[src/rtl/irq_prio_arb.sv]
module irq_prio_arb #(
  parameter int N  = 8,
  parameter int VW = (N > 1) ? $clog2(N) : 1
) (
  input  logic          clk,
  input  logic          rst_n,
  input  logic [N-1:0]  evt_i,
  input  logic [N-1:0]  en_i,
  input  logic          ack_i,
  input  logic [VW-1:0] ack_vec_i,
  input  logic          nmi_pin_i,
  input  logic          nmi_ack_i,
  output logic          irq_o,
  output logic [VW-1:0] vec_o,
  output logic          nmi_o
);

  logic [N-1:0]  pend_q, ack_hit, cand;
  logic          win_any;
  logic [VW-1:0] win_v;
  logic          nmi_d_q, nmi_q;
  wire           nmi_edge = nmi_pin_i & ~nmi_d_q;

  always_comb begin
    ack_hit = '0;
    for (int i = 0; i < N; i++)
      if (ack_i && ack_vec_i == VW'(i)) ack_hit[i] = 1'b1;
  end

  always_ff @(posedge clk or negedge rst_n)
    if (!rst_n) pend_q <= '0;
    else        pend_q <= (pend_q & ~ack_hit) | evt_i;

  assign cand = pend_q & en_i;

  always_comb begin
    win_any = 1'b0;
    win_v   = '0;
    for (int i = N - 1; i >= 0; i--)
      if (cand[i]) begin
        win_any = 1'b1;
        win_v   = VW'(i);
      end
  end

  always_ff @(posedge clk or negedge rst_n)
    if (!rst_n) begin
      irq_o <= 1'b0;
      vec_o <= '0;
    end else begin
      irq_o <= win_any;
      vec_o <= win_v;
    end

  always_ff @(posedge clk or negedge rst_n)
    if (!rst_n) begin
      nmi_d_q <= 1'b0;
      nmi_q   <= 1'b0;
    end else begin
      nmi_d_q <= nmi_pin_i;
      nmi_q   <= nmi_edge | (nmi_q & ~nmi_ack_i);
    end

  assign nmi_o = nmi_q;

endmodule

[config.mk]
export PLATFORM = sky130hd
export DESIGN_NAME = irq_prio_arb
export DESIGN_NICKNAME = d
export VERILOG_FILES = /design/src/rtl/irq_prio_arb.sv
export SDC_FILE = /design/constraint.sdc
export NUM_CORES = 1
export LEC_CHECK = 0
export BUFFER_PORTS_ARGS = -buffer_cell sky130_fd_sc_hd__buf_4
export CORE_UTILIZATION = 40
export CTS_CLUSTER_DIAMETER = 100
export DETAILED_ROUTE_END_ITERATION = 8
export MAX_ROUTING_LAYER = met4
export PLACE_DENSITY = 0.82
export SYNTH_ARGS = -nofsm -noshare
export SYNTH_HDL_FRONTEND = slang
export SYNTH_SLANG_ARGS = --single-unit
[constraint.sdc]
create_clock -name clk -period 3 [get_ports clk]
set_input_delay 0.3 -clock clk [delete_from_list [all_inputs] [get_ports clk]]
set_output_delay 0.3 -clock clk [all_outputs]
set_load 0.02 [all_outputs]
[Word-level counts from Yosys, hierarchy flattened]
Cells that the tools add are included.
Storage, ports and cells
  flip-flop bits (word level): 14
  word-level logic and storage cells: 54
  output and inout port bits: 5
  bits of input ports: 24
Operators by class
  eq/ne operators: 7
  reduce and logical (&&, ||, !) cells: 9
  bitwise operators: 9
  multiplexer cells: 24
Operators by type and width (count)
  3-bit 2-to-1 mux: 8
  8-bit AND: 2
  1-bit 2-to-1 mux: 16
  3-bit == test, second input constant: 4
  1-bit logical AND: 8
  8-bit NOT: 1
  8-bit bitwise OR: 1
  3-bit by 2-bit == test with 1-bit output, second input constant: 2
  3-bit by 1-bit == test with 1-bit output, second input constant: 1
  3-bit logical NOT: 1
  1-bit AND: 2
  1-bit NOT: 2
  1-bit bitwise OR: 1

[Logic depth before layout (Yosys ltp)]
Gate-level depths: netlist of run 1.
  depth in word-level cells: 9
  gate-level depth with buffers: 3
  mapped depth without buffers: 3

[Worst setup path before layout of run 1]
Ideal clock, no wire load.
  path kind: register -> register
  from: register pend_q[6]
  to: register vec_o[1]
  data arrival time: 859 ps
  stages on the path, launching flop included: 4
  data required time: 2869 ps
  clock period less this slack: 990 ps
  slack: 2010 ps
  buffers on the path: 0
  setup time: 131 ps
  path through: dfrtp_1 -> a22o_1 -> a221oi_2 -> a221oi_2
On the way
  longest elaborated chain between the ends: 8
RTL lines
  start: declaration: line 18  | logic [N-1:0] pend_q, ack_hit, cand;
  start signal: assignment: line 32  | else pend_q <= (pend_q & ~ack_hit) | evt_i;
  8-bit AND: line 34  | assign cand = pend_q & en_i;
  3-bit 2-to-1 mux (7 in series): line 40  | if (cand[i]) begin
  named net win_v[1]: line 20  | logic [VW-1:0] win_v;
  end signal: assignment: line 52  | vec_o <= win_v;
  end: declaration: line 14  | output logic [VW-1:0] vec_o,
The timed path passes the listed nets, and every way through them passes these cells.

[Worst setup path after layout of run 1]
  from: register nmi_q, in the netlist nmi_o
  to: output nmi_o
RTL lines
  start: declaration: line 21  | logic nmi_d_q, nmi_q;
  start signal: assignment: line 61  | nmi_q <= nmi_edge | (nmi_q & ~nmi_ack_i);
  end: declaration: line 15  | output logic nmi_o
No word-level cell between the ends.

==> metrics, run 1 <==
reg2reg start=pend_q[7]$_DFF_PN0_; Worst Setup SP=nmi_o$_DFF_PN0_; first-pass GRT wire length=2.34 mm; area post-placement=857 um^2; status=finished, final reports clean; Lkg Pwr=0.000403 uW; drt total wl=1.30 mm; DRC violations left=0; pwr dens=451 nW/um^2; chip height=41.6 um; CTS tree=done; Sink Count=14; effective utilization at floorplan=45.4%; CP Launch Type=flop; synthesized net count=80; post-synth top area share=55.8%; routed vias=572; largest net degree at the start of global routing=15; Cell variety after synth=16; Setup Skew=0.00146 ns; root buf cell=clkbuf_4; ANT nets after route=0; total track usage=18.0%; ANT cells=0; Area Overhead vs Synth=43.8%; Clk pin slew, worst setup/hold paths=0.08 ns; Clock Path Buffers=2; max frequency=900 MHz; most frequent cells in the layout=28 x buf_4, 14 x dfrtp_1, 9 x nand2_1; CP cell instances=buf_4; Pins Over Slew Limit=0; kind of critical path=flop to output pin; initial DRC count=3; CTS buffer count=3; dominant cells by area after synthesis=dfrtp_1 56%, a21o_1 9.6%, nand2_1 5.4%; commonest non-fill, non-tap cell in the layout=buf_4; MaxCap Viol Count=0; post-synthesis sequential area ratio=55.8%; crit path buf inv count=1; global route overflow=0; H-tree levels=1; GPL Wtd Cong=0.825; CP max stage delay=0.38 ns; cells after synthesis=56; Period minus WS final=1.11 ns; average wire per standard cell=12.5 um; Synth area leader=dfrtp_1; DP HPWL=1.06 mm; Cell Rows=13; critical path arrival=0.81 ns; initial antenna violation count=0; Slew @ Worst Pin=0.221 ns; Filler cells=120; Final Cycle Share=37.0%; synthesis warning total=0; final number of hold-violating endpoints=0; via-per-instance ratio=5.50; Crit path max-delay family=flip-flops; die width=41.6 um; Post-Syn Area=628 um^2; Worst path slowest cell=dfrtp_1; min-delay src=nmi_pin_i; Worst-Skew Late Latency=0.27 ns; Worst Hold Class=input port to flop; nets@finish=114; Syn Area/Cell=11.2 um^2; Ports=29; port bufs=28; design area=903 um^2; Synth Register Bits=14; Worst Path Max Fanout=2; Critical Path RT=2.70 ns; setup_tns=0 ns; Die ar.=1730 um^2; worst vdd ir=0.000214 V; crit end category=output pin; First-pass DRT Iterations=4; core footprint=1380 um^2; RSZ-0062 raised after global routing=no; layout cells sized above 1=41.6%; # setup viols final=0; vias in the first global route=577; Slew headroom=85.3%
-- stage by stage --
stage,setup WS (ns),std cells,util [%],hold slack [ns],total power [uW]
4_1_cts,1.88,104,65.3,0.126,414
3_3_place_gp,1.91,99,62.0,0.155,276
6_report,1.89,104,65.3,0.136,407
2_1_floorplan,2.01,56,-,0.00441,234
3_5_place_dp,1.89,99,62.0,0.160,278
5_1_grt,1.85,104,65.3,0.122,427
-- state kept, by name, summed over array words and instances, names as in the netlist --
signal / cells
nmi_d_q: 1
vec_o: 3
pend_q: 8
irq_o: 1
nmi_o: 1
-- Yosys cell counts, drive strengths merged --
cell type / n
a22oi: 2
nand4: 2
a221oi: 2
nor2: 2
nand3: 5
o22ai: 1
and2: 1
a32oi: 2
inv: 2
o21ai: 1
a21o: 8
a22o: 1
nor2b: 4
dfrtp: 14
nand2: 9
-- cells by family (layout without fill, tap and decap cells) --
| logic type | Yosys count | count (layout) | synth area share, % |
|---|---|---|---|
| AND/OR/NAND/NOR | 23 | 23 | 18.7 |
| buffers and inverters | 2 | 35 | 1.20 |
| flip-flops | 14 | 14 | 55.8 |
| AO/OA/AOI/OAI | 17 | 17 | 24.3 |
-- layout make-up --
type                       instances  area, um^2  area share, %
sequential                        14         350           38.8
multi-input combinational         40         270           29.9
inverter                           2        7.51          0.831
clock buffer                       4        36.3           4.02
tap                               15        18.8           2.08
timing repair buffer              29         220           24.4
-- power by group --
group | internal (uW) | leakage (uW) | switching (uW) | total, uW
clock | 73.7 | 0.0000210 | 59.7 | 133
sequential | 197 | 0.000144 | 5.52 | 203
combinational | 39.5 | 0.000238 | 31.6 | 71.2
-- worst paths after layout --
path,endpoint,slack (ns),cells after the start
setup / recovery,nmi_o,1.89,1
hold / removal,nmi_d_q$_DFF_PN0_,0.14,1
setup reg to reg,vec_o[1]$_DFF_PN0_,1.94,3
hold reg to reg,nmi_o$_DFF_PN0_,0.44,1
max in group asynchronous,pend_q[1]$_DFF_PN0_,2.44,2
min in group asynchronous,vec_o[2]$_DFF_PN0_,0.40,2
-- metal layers --
metal / up-vias / track usage (%) / part of all wire [%]
met2: 17 / 31.3 / 54
met4: 0 / 9.68 / 1.3
met5: - / - / 0
met3: 2 / 2.61 / 5.1
li1: 271 / - / -
met1: 282 / 19.7 / 39
-- what timing repair did --
item / 4_1_cts / 5_1_grt
hold buffers: 1 / 0
resized for setup: 0 / 0
hold endpoints to repair: 14 / 0
buffers inserted: 0 / 0
setup endpoints to repair: 0 / 0
Note: power is estimated with default switching activity, not from simulation.
==> run 2, diff against run 1 <==
- clock period: 3 -> 1.05 ns (I/O delays scaled with it)
==> run 2 against run 1 <==
  * Clock power up 130%
  * Clock skew up 0.0016 ns
  * Cell area up 9.0%
  * Sequential power rose to 2.8 times the previous value
  * First-iteration DRC count rose to 2.7 times the previous value
  * Final cell count up 8.7%
  * Global-route usage up 0.83 points
  * Non-clock buffer count up 10
  * Die area unchanged
  * Sequential share of layout area down 3.2 points
  * Total power rose to 2.7 times the previous value
  * Critical path type is now flop to flop
==> metrics, run 2 (synthesis gave the netlist of run 1 again) <==
First-pass DRT Iterations=4 (unchanged); Tot Pwr=1110 uW (+170%); max FFs per register=8 (unchanged); register bank with the most flops=pend_q; worst vdd ir=0.000628 V (+190%); Pins Over Slew Limit=0 (unchanged); die width=41.6 um (unchanged); average wire per standard cell=12.2 um (-2.4%); Slew headroom=85.3% (about the same); largest net degree at the start of global routing=15 (unchanged); area post-placement=872 um^2 (+1.8%); critical path arrival=1.21 ns (+0.40 ns); # setup viols final=0 (unchanged); status=finished, final reports clean; routed vias=581 (+1.6%); Setup Skew=0.00308 ns (+0.00162 ns); setup_tns=0 ns (unchanged); Slew @ Worst Pin=0.220 ns (-0.00107 ns); largest registers=pend_q x8, vec_o x3; design area=985 um^2 (+9.0%); Die ar.=1730 um^2 (unchanged); Final Cycle Share=99.9%; port bufs=28 (unchanged); CP Launch Type=flop; global route overflow=0 (unchanged); reg2reg setup slack=0.0007 ns (-1.94 ns); min-delay src=evt_i[7]; commonest non-fill, non-tap cell in the layout=buf_4; RSZ-0062 raised after global routing=yes; Area Overhead vs Synth=56.8%; Sink Count=14 (unchanged); CTS buffer count=3 (unchanged); Period minus WS final=1.05 ns; nets@finish=124 (+8.8%); Worst Path Max Fanout=2 (unchanged); layout cells sized above 1=38.8% (-2.8 points); total track usage=18.8% (+0.83 points); first-pass GRT wire length=2.39 mm (+2.4%); Critical Path RT=1.21 ns (-1.49 ns); r2r worst-path depth=3 (unchanged); Setup crit end=vec_o[1]$_DFF_PN0_; Lkg Pwr=0.000438 uW (+8.6%); # Post-CTS Setup Buffers=0 (unchanged); pwr dens=1130 nW/um^2 (+150%); root buf cell=clkbuf_4; Post-CTS Resized=0 (unchanged); vias in the first global route=584 (+1.2%); crit end category=flop; core footprint=1380 um^2 (unchanged); GPL Wtd Cong=0.718 (-13%); ANT nets after route=0 (unchanged); Worst Hold Class=input port to flop; Cell Rows=13 (unchanged); Clock Path Buffers=2 (unchanged); initial antenna violation count=0 (unchanged); MaxCap Viol Count=0 (unchanged); reg2reg start=pend_q[6]$_DFF_PN0_; final number of hold-violating endpoints=0 (unchanged); Ports=29 (unchanged); most frequent cells in the layout=30 x buf_4, 14 x dfrtp_1, 9 x nand2_1, 9 x dlygate4sd3_1, 8 x a21o_1; DRC violations left=0 (unchanged); kind of critical path=flop to flop; Filler cells=103 (-14%); Worst-Skew Late Latency=0.28 ns (about the same); effective utilization at floorplan=45.4% (unchanged); H-tree levels=1 (unchanged); chip height=41.6 um (unchanged); ANT cells=0 (unchanged); DP HPWL=1.07 mm (+1.1%); Clk pin slew, worst setup/hold paths=0.08 ns (about the same); via-per-instance ratio=5.14 (-6.5%); Worst Setup SP=pend_q[6]$_DFF_PN0_; max frequency=953 MHz; CTS tree=done; Reg2Reg Capture Point=vec_o[1]$_DFF_PN0_; drt total wl=1.38 mm (+6.1%); initial DRC count=8 (+5)
run 2: cell count changes in the layout (fill, tap and decap cells not counted):
cell / before / now
clkbuf_8: 1 / 0
buf_4: 28 / 30
dlygate4sd3_1: 1 / 9
run 2: layout make-up:
type / instances / area (um^2) / area share, %
Timing Repair Buffer: 39 / 315 / 32.0
Multi-Input combinational cell: 40 / 270 / 27.4
Clock buffer: 3 / 22.5 / 2.29
Inverter: 2 / 7.51 / 0.762
Sequential cell: 14 / 350 / 35.6
Tap cell: 15 / 18.8 / 1.91
run 2: timing repair:
| item | in CTS | in global routing |
|---|---|---|
| endpoints found under the setup margin | 0 | 2 |
| hold buffers | 9 | 0 |
| hold endpoints to repair | 22 | 0 |
run 2: per-layer routing:
layer | global-route usage [%] | vias up | share of wire (%)
met5 | - | - | 0
met4 | 11.6 | 0 | 2.6
met3 | 2.61 | 4 | 3.8
met2 | 30.9 | 19 | 53
met1 | 21.6 | 268 | 41
li1 | - | 290 | -
run 2: critical path, cell delays in order, from the launching register on:
cell      delay (ns)
dfrtp_1         0.38
a22o_1          0.24
a221oi_2        0.25
a221oi_2        0.06
run 2: power by group:
| part | leakage, uW | switching (uW) | internal, uW |
|---|---|---|---|
| clock network | 0.0000138 | 168 | 133 |
| logic | 0.000280 | 97.4 | 135 |
| registers | 0.000144 | 14.4 | 564 |
run 2: worst min path at each step:
stage                               end  slack (ns)  cells past startpoint
detailed placement      nmi_o$_DFF_PN0_       -0.04                      1
floorplan               irq_o$_DFF_PN0_       -0.19                      0
global route         vec_o[1]$_DFF_PN0_        0.01                      2
finish              pend_q[7]$_DFF_PN0_       0.002                      2
global placement     vec_o[2]$_DFF_PN0_       -0.04                      1
CTS                 pend_q[7]$_DFF_PN0_       0.002                      2
run 2: through the flow:
step / utilization [%] / hold WS, ns / worst slack [ns] / cells
finish: 71.2 / 0.00157 / 0.000672 / 113
global route: 71.2 / 0.0104 / -0.0560 / 113
CTS: 71.2 / 0.00219 / 0.000599 / 113
detailed placement: 63.1 / -0.0383 / 0.0155 / 101
global placement: 63.1 / -0.0417 / 0.0362 / 101
floorplan: - / -0.191 / 0.0602 / 56
